File: src/rtl/mbox_pkg.sv
package mbox_pkg;

  typedef enum logic {
    SIDE_L = 1'b0,
    SIDE_R = 1'b1
  } side_e;

  typedef struct packed {
    logic en;
    logic wr;
    logic oe;
    logic busy;
  } port_ctl_t;

  function automatic logic ctl_is_write(port_ctl_t c);
    return c.en && c.wr;
  endfunction

  function automatic logic ctl_is_read(port_ctl_t c);
    return c.en && c.oe && !c.wr;
  endfunction

endpackage

File: src/rtl/mbox_port_dec.sv
module mbox_port_dec
  import mbox_pkg::*;
#(
  parameter int AW = 14,
  parameter logic [AW-1:0] OWN_BOX  = '1,
  parameter logic [AW-1:0] PEER_BOX = '1
) (
  input  port_ctl_t       ctl,
  input  logic [AW-1:0]   addr,
  output logic            post_peer,
  output logic            take_own
);

  logic hit_own, hit_peer;

  always_comb begin
    hit_own   = (addr == OWN_BOX);
    hit_peer  = (addr == PEER_BOX);
    post_peer = ctl_is_write(ctl) && hit_peer && !ctl.busy;
    take_own  = ctl_is_read(ctl)  && hit_own  && !ctl.busy;
  end

endmodule

File: src/rtl/mbox_flag.sv
module mbox_flag (
  input  logic clk,
  input  logic rst,
  input  logic set_i,
  input  logic clr_i,
  output logic flag_n
);

  always_ff @(posedge clk) begin
    if (rst)        flag_n <= 1'b1;
    else if (set_i) flag_n <= 1'b0;
    else if (clr_i) flag_n <= 1'b1;
  end

endmodule

File: src/rtl/mbox_irq.sv
module mbox_irq
  import mbox_pkg::*;
#(
  parameter int AW = 14
) (
  input  logic          clk,
  input  logic          rst,
  input  logic          l_en,
  input  logic          l_wr,
  input  logic          l_oe,
  input  logic          l_busy,
  input  logic [AW-1:0] l_addr,
  input  logic          r_en,
  input  logic          r_wr,
  input  logic          r_oe,
  input  logic          r_busy,
  input  logic [AW-1:0] r_addr,
  output logic          l_irq_n,
  output logic          r_irq_n
);

  localparam int NSIDE = 2;
  localparam logic [AW-1:0] BOX_R = {AW{1'b1}};
  localparam logic [AW-1:0] BOX_L = BOX_R - 1'b1;

  port_ctl_t       ctl  [NSIDE];
  logic [AW-1:0]   addr [NSIDE];
  logic            post [NSIDE];
  logic            take [NSIDE];
  logic            irq_n[NSIDE];

  assign ctl[SIDE_L]  = '{en: l_en, wr: l_wr, oe: l_oe, busy: l_busy};
  assign ctl[SIDE_R]  = '{en: r_en, wr: r_wr, oe: r_oe, busy: r_busy};
  assign addr[SIDE_L] = l_addr;
  assign addr[SIDE_R] = r_addr;

  for (genvar p = 0; p < NSIDE; p++) begin : g_side
    localparam logic [AW-1:0] OWN  = (p == int'(SIDE_R)) ? BOX_R : BOX_L;
    localparam logic [AW-1:0] PEER = (p == int'(SIDE_R)) ? BOX_L : BOX_R;

    mbox_port_dec #(.AW(AW), .OWN_BOX(OWN), .PEER_BOX(PEER)) u_dec (
      .ctl       (ctl[p]),
      .addr      (addr[p]),
      .post_peer (post[p]),
      .take_own  (take[p])
    );

    // a flag is raised by the opposite side and retired by its owner
    mbox_flag u_flag (
      .clk    (clk),
      .rst    (rst),
      .set_i  (post[NSIDE-1-p]),
      .clr_i  (take[p]),
      .flag_n (irq_n[p])
    );
  end

  assign l_irq_n = irq_n[SIDE_L];
  assign r_irq_n = irq_n[SIDE_R];

endmodule

File: config.mk
export PLATFORM = sky130hd
export DESIGN_NAME = mbox_irq
export DESIGN_NICKNAME = d
export VERILOG_FILES = /design/src/rtl/mbox_pkg.sv /design/src/rtl/mbox_port_dec.sv /design/src/rtl/mbox_flag.sv /design/src/rtl/mbox_irq.sv
export SDC_FILE = /design/constraint.sdc
export NUM_CORES = 1
export LEC_CHECK = 0
export ABC_CLOCK_PERIOD_IN_PS = 1200
export BUFFER_PORTS_ARGS = -buffer_cell sky130_fd_sc_hd__buf_2
export CAP_MARGIN = 20
export CELL_PAD_IN_SITES_DETAIL_PLACEMENT = 0
export CELL_PAD_IN_SITES_GLOBAL_PLACEMENT = 1
export CORE_MARGIN = 2
export CORE_UTILIZATION = 10
export CTS_CLUSTER_DIAMETER = 150
export DETAILED_ROUTE_END_ITERATION = 7
export PLACE_DENSITY = 0.76
export REMOVE_ABC_BUFFERS = 1
export SETUP_SLACK_MARGIN = 0.05
export SLEW_MARGIN = 10
export SYNTH_ARGS = -nofsm -noshare
export SYNTH_HDL_FRONTEND = slang
export SYNTH_SLANG_ARGS = --single-unit
export TNS_END_PERCENT = 20
File: constraint.sdc
create_clock -name clk -period 1.2 [get_ports clk]
set_clock_uncertainty 0.15 [all_clocks]
set_input_delay 0.06 -clock clk [delete_from_list [all_inputs] [get_ports clk]]
set_output_delay 0.06 -clock clk [all_outputs]
set_load 0.01 [all_outputs]
==> out/qor.txt <==
Status = finished, final reports clean
Slew headroom = 73.6%
Final Hold Fails = 0
CTS clk-pin slew, worst paths = 30 ps
Total of max-cap violations = 0
Seq/Total Area, Yosys = 24.8%
Register bit count reported by yosys = 2
Final Max Slew Viols = 0
Post-DP Area = 377 sq um
Most frequent cells in the layout = buf_2, nand4_1, dlygate4sd3_1
Post-Place Cells = 75
CP Depth = 4
Total GRT Usage = 8.47%
Final Non-Filler Cells = 82
Final setup vio count = 0
Clock latency on the worst-skew pair = 220 ps
CP delay by family, top = buffers and inverters
Synthesized area per cell = 8.07 sq um
Critical path buffer and inverter count = 2
GPL Wtd Cong = 0.655
Final hold slack = 10.2 ps
First-pass GRT wire length = 1170 microns
Largest family of logic cells by synthesized area = simple AND/OR/NAND/NOR gates
Die Y = 44.2 microns
DIE WIDTH = 44.2 microns
Overflow after GRT = 0
Post-synthesis adder-cell area fraction = 0%
Period Utilization, post-route = 91.3%
Starting density of the core = 10.7%
Synth Area in XOR/XNOR = 0%
Ports = 40
Synth Instances = 20
1st-iter DRT viols = 12
Least-Margin Pin Slew = 392 ps
Vias per inst = 4.21
Buffers on Ports = 39
Vias in the first global route = 317
Die ar. = 0.00195 sq mm
Largest net degree at the start of global routing = 5
Fmax = 912 MHz
Final setup TNS = 0 ps
Share of cells above drive strength 1 = 66.7%
Post-synthesis cell type count = 11
Area delta synth->final = 176%
Synth area leader = dfxtp_1
Via count = 345
Worst Setup End Kind = flop
Leakage = 0.218 nW
Nets = 106
Biggest registers after layout = g_side.u_flag.flag_n x2
Root buffer cell = clkbuf_4
Final Critical Period = 1100 ps
Worst Path Arrival = 1040 ps
Required time of the critical path = 1150 ps
Synthesized area = 161 sq um
Commonest non-fill, non-tap cell in the layout = buf_2
Worst min path class = input port to flop
Finished Core Util = 29.6%
R2R depth = 2
Post-Route WL = 749 microns
Post-route ant nets = 0
Slowest stage cell on the critical path = dlygate4sd3_1
Largest register by flop count = g_side.u_flag.flag_n
# DRC = 0
CTS buffer count = 3
Simple-gate share of the synthesized area = 62.8%
Final Instance Area = 445 sq um
Worst VDD drop = 0.000256 V
Critical Path Fanout Max = 4
CTS tree = done
Min-Delay Path Depth = 3
Setup Buffers After CTS = 0
Yosys top cell area share = 24.8%
PwrDens = 665 mW/mm^2
CP startpoint kind = input port
Post-synthesis mux area share = 0%
Routed wire per std cell = 9.13 microns
Ranking of synthesized cells by area = dfxtp_1, nand4b_1, nand4_1
Row cnt = 14
RSZ-0062 raised after global routing = false
Total core area = 0.00151 sq mm
Ordered list of cells on the worst path = dlygate4sd3_1 -> buf_2 -> a311oi_2 -> a31oi_1
Yosys warnings = 0
Clk buf depth = 2
Clock tree sinks = 2
Max reg flops = 2
Critical path type = input port to flop
Antenna violations before repair = 0
ANT cells = 0
Max incr delay on CP = 530 ps
DR pass1 iterations = 4
Synth Area in Compound Gates = 12.4%
H-tree lvl count = 1
-- layout make-up --
cell class | count | area, sq um
Fill cell | 174 | 1060
Timing Repair Buffer | 43 | 235
Multi-Input combinational cell | 18 | 128
Sequential cell | 2 | 40.0
Clock buffer | 3 | 22.5
Tap cell | 16 | 20.0
-- synthesized netlist by cell type --
library cell,number
and4b_1,1
nor4_2,1
nand4b_1,3
nor2_1,3
a21oi_1,1
dfxtp_1,2
nor4_1,1
a311oi_1,1
nand4_1,4
a31oi_1,1
nand3_1,2
-- what timing repair did --
action | CTS | global route
endpoints found under the setup margin | 0 | 1
hold buffers | 4 | 0
gates resized for setup | 0 | 1
hold endpoints to repair | 2 | 0
-- path summary, 6_finish.rpt --
check	startpoint	end	slack [ps]
worst max-delay path	rst	g_side[0].u_flag.flag_n$_SDFFE_PP1P_	100
worst min-delay path	l_oe	g_side[0].u_flag.flag_n$_SDFFE_PP1P_	10
worst max register to register	g_side[0].u_flag.flag_n$_SDFFE_PP1P_	g_side[0].u_flag.flag_n$_SDFFE_PP1P_	370
worst min register to register	g_side[1].u_flag.flag_n$_SDFFE_PP1P_	g_side[1].u_flag.flag_n$_SDFFE_PP1P_	350
-- metal layers --
metal,global-route usage [%],up-vias,wire [microns]
met2,12.6,27,342
met3,3.67,2,109
met4,7.27,0,11
li1,-,180,-
met5,0,-,0
met1,9.09,136,285
-- per-stage QoR --
| stage | power (mW) | worst slack, ps |
|---|---|---|
| after floorplan | 0.0768 | 217 |
| after global placement | 0.136 | -3.07 |
| after detailed placement | 0.137 | 4.87 |
| after CTS | 0.306 | 82.0 |
| after global routing | 0.325 | 51.5 |
| final | 0.296 | 104 |
-- tightest hold or removal path: cells and delay by family --
kind	cells	cell delay, ps
buf+inv	1	80
compound gates	2	200
-- cell families after synthesis --
kind of cell,count (synthesis)
and+or+nand+nor,15
DFF,2
AOI/OAI and AO/OA,3
-- where the power goes --
part	leakage, nW	internal, mW	switching, mW
Combinational	0.188	0.0558	0.0241
Clock	0.0138	0.110	0.0391
Sequential	0.0162	0.0670	0.000000565
Total	0.218	0.233	0.0632
Power figures use the tool's default switching activity.
